## config.mk

```make
export PLATFORM = sky130hd
export DESIGN_NAME = wavefeed_ser
export DESIGN_NICKNAME = d
export VERILOG_FILES = /design/src/rtl/wf_pkg.sv /design/src/rtl/wf_tick_timer.sv /design/src/rtl/wf_sample_gen.sv /design/src/rtl/wf_frame_shifter.sv /design/src/rtl/wavefeed_ser.sv
export SDC_FILE = /design/constraint.sdc
export NUM_CORES = 1
export LEC_CHECK = 0
export BUFFER_PORTS_ARGS = -buffer_cell sky130_fd_sc_hd__buf_2
export CORE_ASPECT_RATIO = 1.2
export CORE_UTILIZATION = 40
export CTS_CLUSTER_DIAMETER = 100
export DETAILED_ROUTE_END_ITERATION = 10
export PLACE_DENSITY = 0.6
export SETUP_SLACK_MARGIN = 0.15
export SLEW_MARGIN = 20
export SYNTH_ARGS = -nofsm -noshare
export SYNTH_HDL_FRONTEND = slang
export SYNTH_HIERARCHICAL = 1
export SYNTH_SLANG_ARGS = --single-unit
```

## constraint.sdc

```tcl
create_clock -name clk -period 7.8 [get_ports clk]
set_clock_uncertainty 0.15 [all_clocks]
set_input_delay 0.39 -clock clk [delete_from_list [all_inputs] [get_ports clk]]
set_output_delay 0.39 -clock clk [all_outputs]
set_load 0.05 [all_outputs]
```

## src/rtl/wf_pkg.sv

```systemverilog
package wf_pkg;
  localparam int WORD_W    = 16;
  localparam int CODE_W    = 12;
  localparam int NIB_W     = WORD_W - CODE_W;
  localparam int TBL_AW    = 5;
  localparam int RAMP_STEP = 4;
  localparam int MID_CODE  = 2048;

  typedef enum logic [2:0] {
    FR_IDLE, FR_CSL, FR_FSL, FR_LO, FR_HI, FR_TAIL
  } fr_state_e;

  // next sawtooth code: add the step, keep the two LSBs clear
  function automatic logic [CODE_W-1:0] ramp_next(input logic [CODE_W-1:0] c);
    return (c + CODE_W'(RAMP_STEP)) & ~CODE_W'(RAMP_STEP - 1);
  endfunction

  // quarter-wave amplitude, already scaled by 4
  function automatic logic [CODE_W-1:0] quarter_amp(input logic [3:0] k);
    case (k)
      4'd0: return 12'd0;
      4'd1: return 12'd400;
      4'd2: return 12'd784;
      4'd3: return 12'd1136;
      4'd4: return 12'd1444;
      4'd5: return 12'd1700;
      4'd6: return 12'd1888;
      4'd7: return 12'd2004;
      default: return 12'd2044;
    endcase
  endfunction

  // full-period sine sample built from quarter-wave symmetry
  function automatic logic [CODE_W-1:0] sine_entry(input logic [TBL_AW-1:0] idx);
    int ii;
    int k;
    logic neg;
    ii = int'(idx);
    neg = (ii > 16);
    if (ii <= 8)       k = ii;
    else if (ii <= 16) k = 16 - ii;
    else if (ii <= 24) k = ii - 16;
    else               k = 32 - ii;
    if (neg) return CODE_W'(MID_CODE - int'(quarter_amp(4'(k))));
    return CODE_W'(MID_CODE + int'(quarter_amp(4'(k))));
  endfunction

  function automatic logic [WORD_W-1:0] word_build(input logic [NIB_W-1:0] nib,
                                                   input logic [CODE_W-1:0] code);
    return {nib, code};
  endfunction
endpackage

```

## src/rtl/wf_tick_timer.sv

```systemverilog
module wf_tick_timer #(
  parameter int PER_W = 16
) (
  input  logic             clk,
  input  logic             rst_n,
  input  logic [PER_W-1:0] period,
  output logic             tick
);
  logic [PER_W-1:0] cnt_q;

  assign tick = (cnt_q >= period);

  always_ff @(posedge clk or negedge rst_n) begin
    if (!rst_n)    cnt_q <= '0;
    else if (tick) cnt_q <= '0;
    else           cnt_q <= cnt_q + 1'b1;
  end

  // after a tick the timer restarts, so no tick follows unless period is 0
  a_r2_tick_gap: assert property (@(posedge clk) disable iff (!rst_n)
    tick |=> (!tick || period == '0));
endmodule

```

## src/rtl/wf_sample_gen.sv

```systemverilog
module wf_sample_gen
  import wf_pkg::*;
(
  input  logic              clk,
  input  logic              rst_n,
  input  logic              adv,
  input  logic              sel,
  input  logic [NIB_W-1:0]  nib,
  output logic [WORD_W-1:0] word
);
  logic [CODE_W-1:0] ramp_q;
  logic [TBL_AW-1:0] ptr_q;
  logic [CODE_W-1:0] code_now;

  assign code_now = sel ? sine_entry(ptr_q) : ramp_next(ramp_q);
  assign word     = word_build(nib, code_now);

  always_ff @(posedge clk or negedge rst_n) begin
    if (!rst_n) begin
      ramp_q <= '0;
      ptr_q  <= '0;
    end else if (adv) begin
      if (sel) ptr_q  <= ptr_q + 1'b1;
      else     ramp_q <= ramp_next(ramp_q);
    end
  end

  // one ramp frame moves the stored code by exactly 4 (modulo 4096)
  a_r3_ramp_step: assert property (@(posedge clk) disable iff (!rst_n)
    (adv && !sel) |=> ramp_q == $past(ramp_q) + 12'd4);
  // table pointer wraps from the last entry to the first
  a_r4_ptr_wrap: assert property (@(posedge clk) disable iff (!rst_n)
    (adv && sel && ptr_q == '1) |=> ptr_q == '0);
  // each mode leaves the other mode's state untouched
  a_r11_ptr_hold: assert property (@(posedge clk) disable iff (!rst_n)
    (adv && !sel) |=> $stable(ptr_q));
  a_r11_ramp_hold: assert property (@(posedge clk) disable iff (!rst_n)
    (adv && sel) |=> $stable(ramp_q));
endmodule

```

## src/rtl/wf_frame_shifter.sv

```systemverilog
module wf_frame_shifter
  import wf_pkg::*;
#(
  parameter int DIV_W = 8
) (
  input  logic              clk,
  input  logic              rst_n,
  input  logic              start,
  input  logic [WORD_W-1:0] word_in,
  input  logic [DIV_W-1:0]  div,
  output logic              cs_n,
  output logic              fs,
  output logic              sck,
  output logic              sdo,
  output logic              done,
  output logic              busy
);
  localparam int BIT_CW = $clog2(WORD_W);

  fr_state_e         st_q;
  logic [WORD_W-1:0] sh_q;
  logic [DIV_W-1:0]  half_q;
  logic [DIV_W-1:0]  hc_q;
  logic [BIT_CW-1:0] bcnt_q;
  logic              done_q;
  logic              phase_end;

  assign phase_end = (hc_q == DIV_W'(half_q - 1'b1));
  assign busy      = (st_q != FR_IDLE);
  assign cs_n      = (st_q == FR_IDLE);
  assign fs        = !(st_q == FR_FSL || st_q == FR_LO || st_q == FR_HI);
  assign sck       = (st_q != FR_LO);
  assign sdo       = sh_q[WORD_W-1];
  assign done      = done_q;

  always_ff @(posedge clk or negedge rst_n) begin
    if (!rst_n) begin
      st_q   <= FR_IDLE;
      sh_q   <= '0;
      half_q <= DIV_W'(1);
      hc_q   <= '0;
      bcnt_q <= '0;
      done_q <= 1'b0;
    end else begin
      done_q <= 1'b0;
      if (st_q == FR_IDLE) begin
        if (start) begin
          st_q   <= FR_CSL;
          sh_q   <= word_in;
          half_q <= (div == '0) ? DIV_W'(1) : div;
          hc_q   <= '0;
          bcnt_q <= '0;
        end
      end else if (!phase_end) begin
        hc_q <= hc_q + 1'b1;
      end else begin
        hc_q <= '0;
        case (st_q)
          FR_CSL: st_q <= FR_FSL;
          FR_FSL: st_q <= FR_LO;
          FR_LO: begin
            st_q <= FR_HI;
            sh_q <= sh_q << 1;
          end
          FR_HI: begin
            if (bcnt_q == BIT_CW'(WORD_W - 1)) st_q <= FR_TAIL;
            else begin
              bcnt_q <= bcnt_q + 1'b1;
              st_q   <= FR_LO;
            end
          end
          default: begin
            st_q   <= FR_IDLE;
            done_q <= 1'b1;
          end
        endcase
      end
    end
  end

  // frame sync falls only after chip select has been low a phase
  a_r6_cs_leads_fs: assert property (@(posedge clk) disable iff (!rst_n)
    $fell(fs) |-> (!cs_n && $past(!cs_n)));
  // chip select rises only after frame sync has returned high
  a_r6_fs_before_release: assert property (@(posedge clk) disable iff (!rst_n)
    $rose(cs_n) |-> $past(fs));
  // data is steady across each receiving (falling) clock edge
  a_r7_sdo_steady: assert property (@(posedge clk) disable iff (!rst_n)
    $fell(sck) |-> $stable(sdo));
  // end-of-frame marker lasts one cycle
  a_r10_done_pulse: assert property (@(posedge clk) disable iff (!rst_n)
    done |=> !done);
endmodule

```

## src/rtl/wavefeed_ser.sv

```systemverilog
module wavefeed_ser
  import wf_pkg::*;
#(
  parameter int PER_W = 16,
  parameter int DIV_W = 8
) (
  input  logic             clk,
  input  logic             rst_n,
  input  logic [PER_W-1:0] tick_period,
  input  logic             wave_sel,
  input  logic [3:0]       ctrl_nib,
  input  logic [DIV_W-1:0] sck_div,
  output logic             cs_n,
  output logic             fs,
  output logic             sck,
  output logic             sdo,
  output logic             frame_done
);
  logic              tick;
  logic              busy;
  logic              pend_q;
  logic              launch;
  logic [WORD_W-1:0] word;

  assign launch = !busy && (tick || pend_q);

  always_ff @(posedge clk or negedge rst_n) begin
    if (!rst_n)      pend_q <= 1'b0;
    else if (launch) pend_q <= 1'b0;
    else if (tick)   pend_q <= 1'b1;
  end

  wf_tick_timer #(.PER_W(PER_W)) u_timer (
    .clk(clk), .rst_n(rst_n), .period(tick_period), .tick(tick)
  );

  wf_sample_gen u_gen (
    .clk(clk), .rst_n(rst_n), .adv(launch), .sel(wave_sel),
    .nib(NIB_W'(ctrl_nib)), .word(word)
  );

  wf_frame_shifter #(.DIV_W(DIV_W)) u_shift (
    .clk(clk), .rst_n(rst_n), .start(launch), .word_in(word), .div(sck_div),
    .cs_n(cs_n), .fs(fs), .sck(sck), .sdo(sdo), .done(frame_done), .busy(busy)
  );

  // a held tick starts the next frame in the first idle cycle
  a_r9_pending_served: assert property (@(posedge clk) disable iff (!rst_n)
    (pend_q && !busy) |=> !cs_n);
  // a held tick is never dropped while a frame is running
  a_r9_pending_kept: assert property (@(posedge clk) disable iff (!rst_n)
    (pend_q && busy) |=> pend_q);
endmodule

```

Word-level counts from Yosys, hierarchy flattened --
Memories as Yosys holds them, arrays and structs flattened. Cells that the tools add are included.
Word-level totals: bits in registers 72, ROM bits 128, input bits 31, output and inout port bits 5, word-level logic and storage cells 93, memories 2
Operators by class: add/subtract/negate cells 11, magnitude comparators 5, equality and inequality tests 9, muxes and demuxes 35, bitwise logic cells 1, reduce and logical (&&, ||, !) cells 20
Memory list:
- (name not given) | depth 8, bits a word 8, read ports 1, clocked after Yosys merged registers in 0, wr ports 0, line wf_pkg.sv:20 | case (k)
- (name not given) | depth 8, bits a word 8, read ports 1, clocked after Yosys merged registers in 0, wr ports 0, line wf_pkg.sv:20
Operators by type and width (count):
- two-way mux 12 bit | 7
- two-way mux 16 bit | 5
- two-way mux 4 bit | 8
- two-way mux 8 bit | 4
- adder 16 x 1 -> 16 bit, second input constant | 1
- >= comparator 16 bit | 1
- adder 12 bit, first input constant | 1
- adder 12 x 3 -> 12 bit, second input constant | 1
- two-way mux 3 bit | 4
- case mux 3 bit (4 select lines) | 1
- subtractor 12 bit, first input constant | 1
- less-or-equal comparator 5 bit, second input constant | 2
- adder 8 x 1 -> 8 bit, second input constant | 1
- equality test 8 bit | 1
- zero test 8 bit | 1
- AND reduction 2 bit | 4
- nonzero test 2 bit | 4
- subtractor 1 x 4 -> 4 bit, first input constant | 2
- subtractor 8 x 1 -> 8 bit, second input constant | 1
- equality test 3 x 2 -> 1 bit, second input constant | 2
- two-way mux 1 bit | 6
- adder 5 x 1 -> 5 bit, second input constant | 1
- > comparator 5 bit, second input constant | 1
- less-or-equal comparator 5 x 4 -> 1 bit, second input constant | 1
- 17 further kinds | 20

Logic depth before layout (Yosys ltp) --
Gate-level depths: netlist (run 1). An unclocked memory read counts as a cell.
word-level depth 13, mapped depth 17, gate-level depth less buffers 15

Cells and area by module --
The synthesis (run 1) kept the hierarchy.
By module, submodules not included:
- wf_frame_shifter | instances 1, cells an instance 247, area an instance 2293.4 um2, seq. area each 1002.2 um2
- wf_sample_gen | instances 1, cells an instance 167, area an instance 1577.8 um2, seq. area each 375.4 um2
- wf_tick_timer | instances 1, cells an instance 130, area an instance 1260.0 um2, seq. area each 400.4 um2
- wavefeed_ser | instances 1, cells an instance 3, area an instance 42.5 um2, seq. area each 25.0 um2

Worst setup path before layout (run 1) --
Ideal clock, no wire load.
path kind register -> register, start register u_gen.ptr_q[0], end register u_shift.sh_q[10], library setup time 0.125 ns, data arrival time 3.064 ns, data required time 7.525 ns, slack 4.461 ns, stages on the path, launching flop included 17, path buffers 1, period minus slack after synthesis 3.339 ns, path through dfrtp_1 > buf_6 > inv_1 > ha_1 > and4bb_1 > a211o_1 > nand2_2 > ha_1 > nand2_1 > o21ai_0 > and3_1 > o221a_4 > a41oi_2 > o21a_1 > nand2_1 > nand2_1 > mux2_4
Between the ends: word-level cells in the longest chain between the ends 13, elaborated cells on any way between the ends 24, classes of those cells add/sub: 5; order compare: 4; mux: 13; memory: 2
Ends and longest elaborated chain:
- start, declared | line wf_sample_gen.sv:12 | logic [TBL_AW-1:0] ptr_q;
- start signal, assigned | line wf_sample_gen.sv:23 | if (sel) ptr_q <= ptr_q + 1'b1;
- subtractor 1 x 4 -> 4 bit (tied with other cells) | line wf_pkg.sv:41, wf_pkg.sv:43
- two-way mux 4 bit | line wf_pkg.sv:42 | else if (ii <= 24) k = ii - 16;
- two-way mux 4 bit | line wf_pkg.sv:41 | else if (ii <= 16) k = 16 - ii;
- two-way mux 4 bit | line wf_pkg.sv:40 | if (ii <= 8) k = ii;
- memory read (8 x 8 bit)
- two-way mux 12 bit | line wf_pkg.sv:20
- two-way mux 12 bit | line wf_pkg.sv:44 | if (neg) return CODE_W'(MID_CODE - int'(quarter_amp(4'(k))));
- subtractor 12 bit | line wf_pkg.sv:44
- two-way mux 12 bit | line wf_pkg.sv:44
- two-way mux 12 bit * | line wf_pkg.sv:45 | return CODE_W'(MID_CODE + int'(quarter_amp(4'(k))));
- two-way mux 12 bit * | line wf_sample_gen.sv:15 | assign code_now = sel ? sine_entry(ptr_q) : ramp_next(ramp_q);
- named net word[10] | line wavefeed_ser.sv:23 | logic [WORD_W-1:0] word;
- two-way mux 16 bit * | line wf_frame_shifter.sv:47 | if (start) begin
- two-way mux 16 bit * | line wf_frame_shifter.sv:46 | if (st_q == FR_IDLE) begin
- end signal, assigned | line wf_frame_shifter.sv:49 | sh_q <= word_in;
- end signal, assigned | line wf_frame_shifter.sv:63 | sh_q <= sh_q << 1;
- end, declared | line wf_frame_shifter.sv:21 | logic [WORD_W-1:0] sh_q;
Mark *: on every way through the listed nets, which the timed path passes. The rest lies on a longest branch. The select of a mux whose other input is x is not followed. A chain may end at the register's enable or synchronous reset.

Worst setup path in the final report (run 1) --
start register u_timer.cnt_q[11], end register u_shift.sh_q[1]
Between the ends: word-level cells in the longest chain between the ends 5
Ends and longest elaborated chain:
- start, declared | line wf_tick_timer.sv:9 | logic [PER_W-1:0] cnt_q;
- start signal, assigned | line wf_tick_timer.sv:16 | else cnt_q <= cnt_q + 1'b1;
- >= comparator 16 bit | line wf_tick_timer.sv:11 | assign tick = (cnt_q >= period);
- named net tick | line wavefeed_ser.sv:19 | logic tick;
- logical OR 1 bit | line wavefeed_ser.sv:25 | assign launch = !busy && (tick || pend_q);
- logical AND 1 bit | line wavefeed_ser.sv:25
- named net launch | line wavefeed_ser.sv:22 | logic launch;
- inequality test 2 x 1 -> 1 bit (no line)
- AND reduction 3 bit (no line)
The timed path passes the listed nets, and every way through them passes these cells.

==> results of run 1 <==
## registers in the layout, summed over array words and instances (netlist names)
name	count
u_shift/st_q	3
u_shift/done	1
u_shift/half_q	8
u_gen/ramp_q	10
u_gen/ptr_q	5
u_shift/sh_q	16
u_shift/bcnt_q	4
u_shift/hc_q	8
pend_q	1
u_timer/cnt_q	16
## metrics by stage
stage | instances | hold slack [ps] | setup slack (ps) | power [W] | instance area, um^2
after floorplan | 548 | -55.59 | 4461 | 0.001243 | 5177
after global placement | 719 | 324.5 | 3908 | 0.001356 | 5389
after detailed placement | 719 | 329.2 | 3789 | 0.001382 | 5389
after CTS | 735 | 82.24 | 3809 | 0.001823 | 5705
after global routing | 735 | 124.9 | 3607 | 0.001941 | 5705
final | 735 | 29.49 | 3814 | 0.001807 | 5705
## critical path, cell delays in order, from the launching register on
cell and delay (ps):
dfrtp_1 450, ha_1 340, nand4_1 150, or3_4 410, o31ai_4 780, or3_1 230, o21ba_1 260, nand2_1 310
o21ai_4 370, mux2_2 400
## layout make-up
cell class / count / area, um^2 / share of cell area, %
Inverter: 34 / 127.6 / 2.237
Timing Repair Buffer: 38 / 200.2 / 3.509
Clock buffer: 11 / 252.7 / 4.430
Multi-Input combinational cell: 411 / 3053 / 53.51
Tap cell: 164 / 205.2 / 3.596
Clock inverter: 5 / 63.81 / 1.118
Sequential cell: 72 / 1803 / 31.60
## worst max-delay path by stage
stage                                 from                            to  slack (ps)
6_report       u_timer/cnt_q[11]$_DFF_PN0_   u_shift/sh_q[1]$_DFFE_PN0P_        3810
5_1_grt         u_gen/ptr_q[0]$_DFFE_PN0P_   u_shift/sh_q[4]$_DFFE_PN0P_        3610
3_3_place_gp               tick_period[11]   u_shift/sh_q[5]$_DFFE_PN0P_        3910
4_1_cts        u_timer/cnt_q[11]$_DFF_PN0_   u_shift/sh_q[1]$_DFFE_PN0P_        3810
2_1_floorplan   u_gen/ptr_q[0]$_DFFE_PN0P_  u_shift/sh_q[10]$_DFFE_PN0P_        4460
3_5_place_dp                tick_period[9]   u_shift/sh_q[5]$_DFFE_PN0P_        3790
## cell families after synthesis
family                   Yosys count  share of synthesized area [%]
AO/OA/AOI/OAI                     87                          15.07
XOR/XNOR                          46                          7.932
adder cells (fa/ha/maj)           27                          6.530
buffers and inverters             65                          6.215
flip-flops                        72                          34.85
multiplexers                      25                          5.949
other                              1                        0.07248
AND/OR/NAND/NOR                  224                          23.39
## routing by layer
layer  track usage, %  up-vias  share of wire (%)
li1                 -     1980                  -
met1            20.72     1935                 47
met2            28.99       58                 50
met3            2.929        8                2.6
met4            5.229        0               0.80
met5                0        -                  0
## cells in the final DEF (no fill, tap or decap), drive strengths merged, types with 7 or more instances in the layout
cell     n
clkbuf  11
nor2    23
nor3    12
nand2b   7
nand2   93
a21oi   11
o21a     7
ha      27
nand4   12
dfrtp   71
inv     35
nand3   25
buf     38
o21ai   16
xnor2   40
mux2    19
nor4    21
o211ai   7
## power by group through the flow
stage / logic, W / clock network [W] / registers (W)
floorplan: 0.000659 / 0 / 0.000583
global placement: 0.000737 / 0 / 0.000619
detailed placement: 0.000758 / 0 / 0.000624
CTS: 0.000763 / 0.000441 / 0.000618
global route: 0.000847 / 0.000455 / 0.000638
finish: 0.000757 / 0.000430 / 0.000620
==> impl_metrics.py, run 1 <==
metrics = {
    "logic_synthesis": {
        "yosysSeqAreaShare_pct": 34.85,
        "yosysMostFrequentCell": "nand2_1",
        "yosys-top-cells-count": "92 x nand2_1, 71 x dfrtp_1, 39 x xnor2_1",
        "synth_top_area_share_pct": 34.34,
        "async_reset_ff_share_pct": 100.0,
        "ys_ff_latch": 72,
        "synth_warnings": 6,
        "synth_area_um2": 5174,
        "ys_top_cells_by_area": "dfrtp_1 34%, nand2_1 6.7%, xnor2_1 6.6%",
        "synth_edf_count": 0,
        "synthDistinctLibCells": 84,
        "yosys.area.top_type": "dfrtp_1",
        "avgSynthCellArea_um2": 9.458,
        "syn_inst": 547,
        "synthFlopType": "dfrtp_1",
    },
    "setup_path": {
        "r2r_slack_ps": 3810,
        "path_class": "flop to flop",
        "worstPathArrival_ps": 4050,
        "end_kind": "flop",
        "rr_endpoint": "u_shift/sh_q[1]$_DFFE_PN0P_",
        "cp.required_ps": 7860,
        "crit_path_max_fanout": 17,
        "worst_setup_path_start_kind": "flop",
        "reg2reg_depth": 9,
        "timing.rr.start": "u_timer/cnt_q[11]$_DFF_PN0_",
    },
    "pwr": {
        "p_comb_share_pct": 41.9,
        "p_clk_share_pct": 23.8,
        "leakagePower_nw": 2.433,
        "power.share.switching_pct": 40.24,
        "switching_power_w": 0.0007272,
        "cell_internal_pwr_w": 0.001080,
        "power_density_nw_per_um2": 316.7,
        "vdd_ir_drop_max_mv": 0.1544,
        "power_frac_seq_pct": 34.3,
    },
    "detailed_routing": {
        "drtIter0Drc": 171,
        "routed_via_density": 5.416,
        "drt_wl_total_um": 10430,
        "dr.pass1.iters": 4,
        "wire_per_inst_um": 14.19,
        "ant_nets": 0,
        "drc": 0,
        "num_vias": 3981,
    },
    "sta": {
        "fin_setup_tns_ps": 0,
        "setup_viol": 0,
        "period_needed_ps": 3986,
        "max_freq_mhz": 250.9,
        "finalMaxSlewViolations": 0,
        "rsz0062_at_grt": "false",
        "hold_viol_final": 0,
        "max_slew_margin_pct": 39.01,
        "post-route-period-util_pct": 51.10,
        "tightestPinTransition_ps": 914.9,
    },
    "outcome": {
        "status": "completed",
    },
    "global_route": {
        "grt_start_max_net_pins": 73,
        "gr-total-overflow": 0,
        "grt_usage_pct": 16.59,
        "antenna_found_initial": 0,
        "grt_pass1_wl_um": 18260,
        "grt_pass1_vias": 3980,
    },
    "floorplanning": {
        "die_h_um": 126.6,
        "ios": 36,
        "fp-row-count": 45,
        "fp.dieW_um": 105.8,
        "start_util_pct": 41.02,
        "core_area_um2": 12610,
        "die-area_um2": 13400,
    },
    "final_layout": {
        "drive_gt1_share_pct": 19.79,
        "area_growth_pct": 10.28,
        "n_fill_cell": 1209,
        "utilization_pct": 45.24,
        "n_antenna_cell": 0,
        "final_nets": 624,
    },
    "clock_network": {
        "htree_levels": 3,
        "cts_buffers": 9,
        "cts_root_buf": "clkbuf_16",
        "clkLatencyLatePin_ps": 330,
        "cts_resized": 0,
        "clk_path_buf_depth": 2,
        "post_cts_buffers": 0,
        "cts_hold_buffers": 0,
        "cts.clk_slew.worst_paths_ps": 60,
        "cts_tree": "done",
        "cts.sinks": 72,
    },
    "run": {
        "max_cap_violations": 0,
    },
    "placement": {
        "dp_hpwl_um": 7475,
        "gp_congestion": 0.8136,
        "io_buffers": 35,
    },
    "worst_hold_path": {
        "hold_path.class": "input port to asynchronous set/reset pin",
    },
}
No activity file was read; power rests on OpenSTA's default activity.
==> inputs of run 2 (changes only) <==
PLACE_DENSITY = 0.62   (was 0.6)
clock period = 3.3 ns   (was 7.8 ns; I/O delays follow)
==> impl_metrics.py, run 2 (synthesis results as in run 1) <==
metrics = {
    "detailed_routing": {
        "routed_via_density": 5.372,
        "wire_per_inst_um": 14.58,
        "num_vias": 4142,
        "dr.pass1.iters": 5,
        "drt_wl_total_um": 11240,
        "ant_nets": 0,
        "drtIter0Drc": 218,
        "drc": 0,
    },
    "clock_network": {
        "clk_path_buf_depth": 2,
        "cts_buffers": 9,
        "cts.sinks": 72,
        "clkLatencyLatePin_ps": 330,
        "cts_tree": "done",
        "cts_root_buf": "clkbuf_16",
        "htree_levels": 3,
        "cts.clk_slew.worst_paths_ps": 60,
    },
    "setup_path": {
        "crit_slowest_cell": "dfrtp_2",
        "path_class": "flop to flop",
        "crit_chain": "inv_4, ha_4, and4bb_1, a211o_1, nand2_4, ha_4, nand4bb_1, o21ai_2, and3_4, o221a_4, a2111oi_4, a221oi_2, nand2_1, nand2_1, mux2_4",
        "slowest_delay_ps": 420,
        "crit_family": "compound AO/OA/AOI/OAI gates",
        "cp.required_ps": 3370,
        "end_kind": "flop",
        "worstPathArrival_ps": 3170,
        "crit_path_max_fanout": 5,
        "worst_setup_path_start_kind": "flop",
        "worst-path-buf-inv": 1,
    },
    "sta": {
        "finalMaxSlewViolations": 0,
        "hold_viol_final": 0,
        "max_slew_margin_pct": 49.43,
        "period_needed_ps": 3097,
        "rsz0062_at_grt": "true",
        "tightestPinTransition_ps": 758.5,
        "setup_viol": 0,
        "post-route-period-util_pct": 93.85,
        "max_freq_mhz": 322.9,
        "fin_setup_tns_ps": 0,
    },
    "placement": {
        "gp_congestion": 0.8006,
        "dp_hpwl_um": 8094,
        "io_buffers": 35,
    },
    "global_route": {
        "grt_usage_pct": 17.81,
        "gr-total-overflow": 0,
        "grt_pass1_vias": 4158,
        "antenna_found_initial": 0,
        "grt_start_max_net_pins": 34,
        "grt_pass1_wl_um": 19090,
    },
    "pwr": {
        "vdd_ir_drop_max_mv": 0.4206,
        "leakagePower_nw": 2.578,
        "power_density_nw_per_um2": 725.3,
    },
    "final_layout": {
        "final_nets": 661,
        "n_antenna_cell": 0,
        "utilization_pct": 48.00,
        "reg_top3": "u_shift/sh_q (16), u_timer/cnt_q (16), u_gen/ramp_q (10)",
        "drive_gt1_share_pct": 23.89,
        "area_growth_pct": 17.00,
        "layout_common_cells": "92 x nand2_1, 70 x dfrtp_1, 39 x xnor2_1, 35 x buf_2, 32 x inv_1",
        "layout_commonest_cell": "nand2_1",
    },
    "floorplanning": {
        "start_util_pct": 41.02,
        "die-area_um2": 13400,
        "die_h_um": 126.6,
        "fp-row-count": 45,
        "ios": 36,
        "core_area_um2": 12610,
        "fp.dieW_um": 105.8,
    },
    "worst_hold_path": {
        "hold_path.class": "input port to flop",
    },
    "outcome": {
        "status": "completed",
    },
    "run": {
        "max_cap_violations": 0,
    },
}
## run 2: cell count changes in the layout (fill, tap and decap cells not counted), moves of 2 or more
cell | before | now
buf_4 | 4 | 26
dlygate4sd3_1 | 0 | 12
clkbuf_1 | 0 | 4
clkinv_4 | 2 | 0
ha_1 | 27 | 23
ha_4 | 0 | 3
inv_1 | 34 | 32
## run 2: report_power, final
part	leakage, nW	internal (W)	total [W]	switching (W)
Combinational	1.56	0.000945	0.00208	0.00113
Clock	0.127	0.000525	0.000871	0.000347
Sequential	0.887	0.00116	0.00144	0.000285
## run 2: final cells by class
class	instances	area (um^2)
Tap cell	164	205.2
Multi-Input combinational cell	411	3133
Inverter	34	130.1
Sequential cell	72	1804
Fill cell	1189	6559
Clock buffer	14	254.0
Timing Repair Buffer	75	521.8
Clock inverter	1	5.005
## run 2: timing repair
action,in CTS,in global routing
hold endpoints to repair,41,0
endpoints found under the setup margin,1,22
hold buffers,12,0
pin swaps,1,12
resized for setup,1,7
buffers inserted,1,7
## run 2: worst paths after layout
check                                            from                       endpoint  slack (ps)  cells past startpoint
setup / recovery           u_gen/ptr_q[0]$_DFFE_PN0P_    u_shift/sh_q[8]$_DFFE_PN0P_         200                     15
hold / removal                            ctrl_nib[1]   u_shift/sh_q[13]$_DFFE_PN0P_          30                      4
min in group asynchronous                       rst_n    u_shift/sh_q[8]$_DFFE_PN0P_         280                      2
setup reg to reg           u_gen/ptr_q[0]$_DFFE_PN0P_    u_shift/sh_q[8]$_DFFE_PN0P_         200                     15
max in group asynchronous                       rst_n  u_shift/half_q[0]$_DFFE_PN1P_        1960                      3
hold reg to reg                    pend_q$_DFFE_PN0P_             pend_q$_DFFE_PN0P_         340                      1
## run 2: routing by layer
| layer | track usage (%) | up-vias | wire (um) |
|---|---|---|---|
| li1 | - | 2053 | - |
| met1 | 20.64 | 2023 | 4890 |
| met2 | 32.18 | 58 | 5921 |
| met3 | 3.803 | 8 | 300 |
| met4 | 6.291 | 0 | 132 |
| met5 | 0 | - | 0 |
## run 2: stage by stage
| stage | setup slack, ps | power [W] | cells | hold WS (ps) | area [um^2] |
|---|---|---|---|---|---|
| finish | 202.9 | 0.004391 | 771 | 30.03 | 6053 |
| floorplan | 155.2 | 0.002987 | 548 | -280.6 | 5236 |
| CTS | 143.6 | 0.004340 | 764 | 11.23 | 5972 |
| global route | 71.09 | 0.004701 | 771 | 45.37 | 6053 |
| detailed placement | 112.6 | 0.003428 | 736 | 137.9 | 5585 |
| global placement | 220.0 | 0.003346 | 736 | 126.2 | 5585 |
## run 2: worst min-delay path, cell delays in order
cell and delay [ps]:
buf_2 70, nand2_1 40, nand2_1 60, mux2_4 130
==> inputs of run 3 (changes only) <==
CORE_ASPECT_RATIO = 1.5   (was 1.2)
==> impl_metrics.py, run 3 (synthesis results as in run 1) <==
metrics = {
    "final_layout": {
        "layout_commonest_cell": "nand2_1",
        "design_area_um2": 6153,
        "final_nets": 667,
        "n_antenna_cell": 0,
        "reg_top3": "u_shift/sh_q (16), u_timer/cnt_q (16), u_gen/ramp_q (10)",
        "layout_common_cells": "92 x nand2_1, 69 x dfrtp_1, 39 x xnor2_1, 35 x buf_2, 32 x inv_1",
        "area_growth_pct": 18.94,
        "drive_gt1_share_pct": 25.41,
        "utilization_pct": 48.94,
    },
    "setup_path": {
        "worst-path-buf-inv": 1,
        "reg2reg_depth": 15,
        "end_kind": "flop",
        "cp.depth": 15,
        "worstSetupStartpoint": "u_gen/ptr_q[0]$_DFFE_PN0P_",
        "cp.required_ps": 3370,
        "timing.rr.start": "u_gen/ptr_q[0]$_DFFE_PN0P_",
        "path_class": "flop to flop",
        "crit_path_max_fanout": 6,
        "slowest_delay_ps": 420,
        "crit_chain": "inv_4, ha_4, and4bb_1, a211o_1, nand2_4, ha_4, nand4bb_1, o21ai_2, and3_4, o221a_4, a2111oi_4, a221oi_2, nand2_1, nand2_1, mux2_4",
        "worst_setup_path_start_kind": "flop",
        "crit_slowest_cell": "dfrtp_2",
        "worstPathArrival_ps": 3180,
        "crit_family": "compound AO/OA/AOI/OAI gates",
    },
    "floorplanning": {
        "die-area_um2": 13400,
        "fp.dieW_um": 94.86,
        "fp-row-count": 50,
        "die_h_um": 141.3,
        "core_area_um2": 12570,
        "start_util_pct": 41.14,
        "ios": 36,
    },
    "detailed_routing": {
        "drc": 0,
        "ant_nets": 0,
        "dr.pass1.iters": 4,
        "wire_per_inst_um": 15.24,
        "drt_wl_total_um": 11730,
        "num_vias": 4234,
        "drtIter0Drc": 217,
        "routed_via_density": 5.499,
    },
    "worst_hold_path": {
        "hold_depth": 3,
        "hold_path.class": "input port to flop",
        "min-delay-start": "wave_sel",
    },
    "sta": {
        "fin_setup_tns_ps": 0,
        "period_needed_ps": 3108,
        "finalMaxSlewViolations": 0,
        "tightestPinTransition_ps": 929.1,
        "setup_viol": 0,
        "post-route-period-util_pct": 94.19,
        "holdWs_ps": 81.11,
        "hold_viol_final": 0,
        "max_freq_mhz": 321.7,
        "rsz0062_at_grt": "true",
        "max_slew_margin_pct": 38.06,
    },
    "placement": {
        "post_dp_cell_area_um2": 5560,
        "io_buffers": 35,
        "dp_hpwl_um": 8220,
        "gp_congestion": 0.8303,
    },
    "pwr": {
        "power_density_nw_per_um2": 743.1,
        "leakagePower_nw": 2.616,
        "vdd_ir_drop_max_mv": 0.4144,
    },
    "global_route": {
        "grt_pass1_wl_um": 19630,
        "grt_usage_pct": 18.59,
        "grt_pass1_vias": 4253,
        "grt_start_max_net_pins": 73,
        "antenna_found_initial": 0,
        "gr-total-overflow": 0,
    },
    "clock_network": {
        "clkLatencyLatePin_ps": 340,
        "htree_levels": 3,
        "cts.sinks": 72,
        "cts_root_buf": "clkbuf_16",
        "cts_tree": "done",
        "clk_path_buf_depth": 2,
        "cts_buffers": 9,
        "cts.clk_slew.worst_paths_ps": 60,
    },
    "outcome": {
        "status": "completed",
    },
    "run": {
        "max_cap_violations": 0,
    },
}
-- run 3: area by class of cell --
type	instances	area [um^2]
inverter	34	130.1
fill	1153	6421
timing repair buffer	81	569.3
clock inverter	6	67.56
sequential	72	1805
tap	156	195.2
multi-input combinational	411	3157
clock buffer	10	229.0
-- run 3: through the flow --
step,std cells,power [W],worst slack [ps]
CTS,759,0.004470,141.5
detailed placement,726,0.003416,113.8
finish,770,0.004572,191.7
global route,770,0.004887,79.63
floorplan,548,0.002987,155.2
global placement,726,0.003340,210.0
-- run 3: power by group --
part / switching [W] / internal (W) / leakage, nW
combinational: 0.00116 / 0.000987 / 1.59
sequential: 0.000291 / 0.00116 / 0.886
clock: 0.000388 / 0.000588 / 0.139
total: 0.00184 / 0.00273 / 2.62
-- run 3: routing by layer --
metal,vias up,wire length [um],global-route usage (%),part of all wire [%]
met5,-,0,0,0
met4,0,308,8.054,2.6
met3,21,309,3.376,2.6
met2,75,6341,33.43,54
met1,2077,4774,21.02,41
li1,2061,-,-,-
-- run 3: path summary, 6_finish.rpt --
check                                                to  slack, ps
max                         u_shift/sh_q[8]$_DFFE_PN0P_        190
min                          u_gen/ptr_q[2]$_DFFE_PN0P_         80
max reg2reg                 u_shift/sh_q[8]$_DFFE_PN0P_        190
min reg2reg                u_gen/ramp_q[11]$_DFFE_PN0P_        350
max in group asynchronous   u_timer/cnt_q[11]$_DFF_PN0_       1900
min in group asynchronous  u_shift/sh_q[14]$_DFFE_PN0P_        430
-- run 3: repair_timing --
action / 4_1_cts / 5_1_grt
resized for setup: 1 / 13
endpoints found under the setup margin: 8 / 23
pin swaps: 3 / 15
hold buffers: 13 / 0
hold endpoints to repair: 83 / 0
setup buffers: 4 / 11
-- run 3: tightest hold or removal path: stages --
cell     delay (ps)
buf_2           190
nand3_1         110
xnor2_1          60
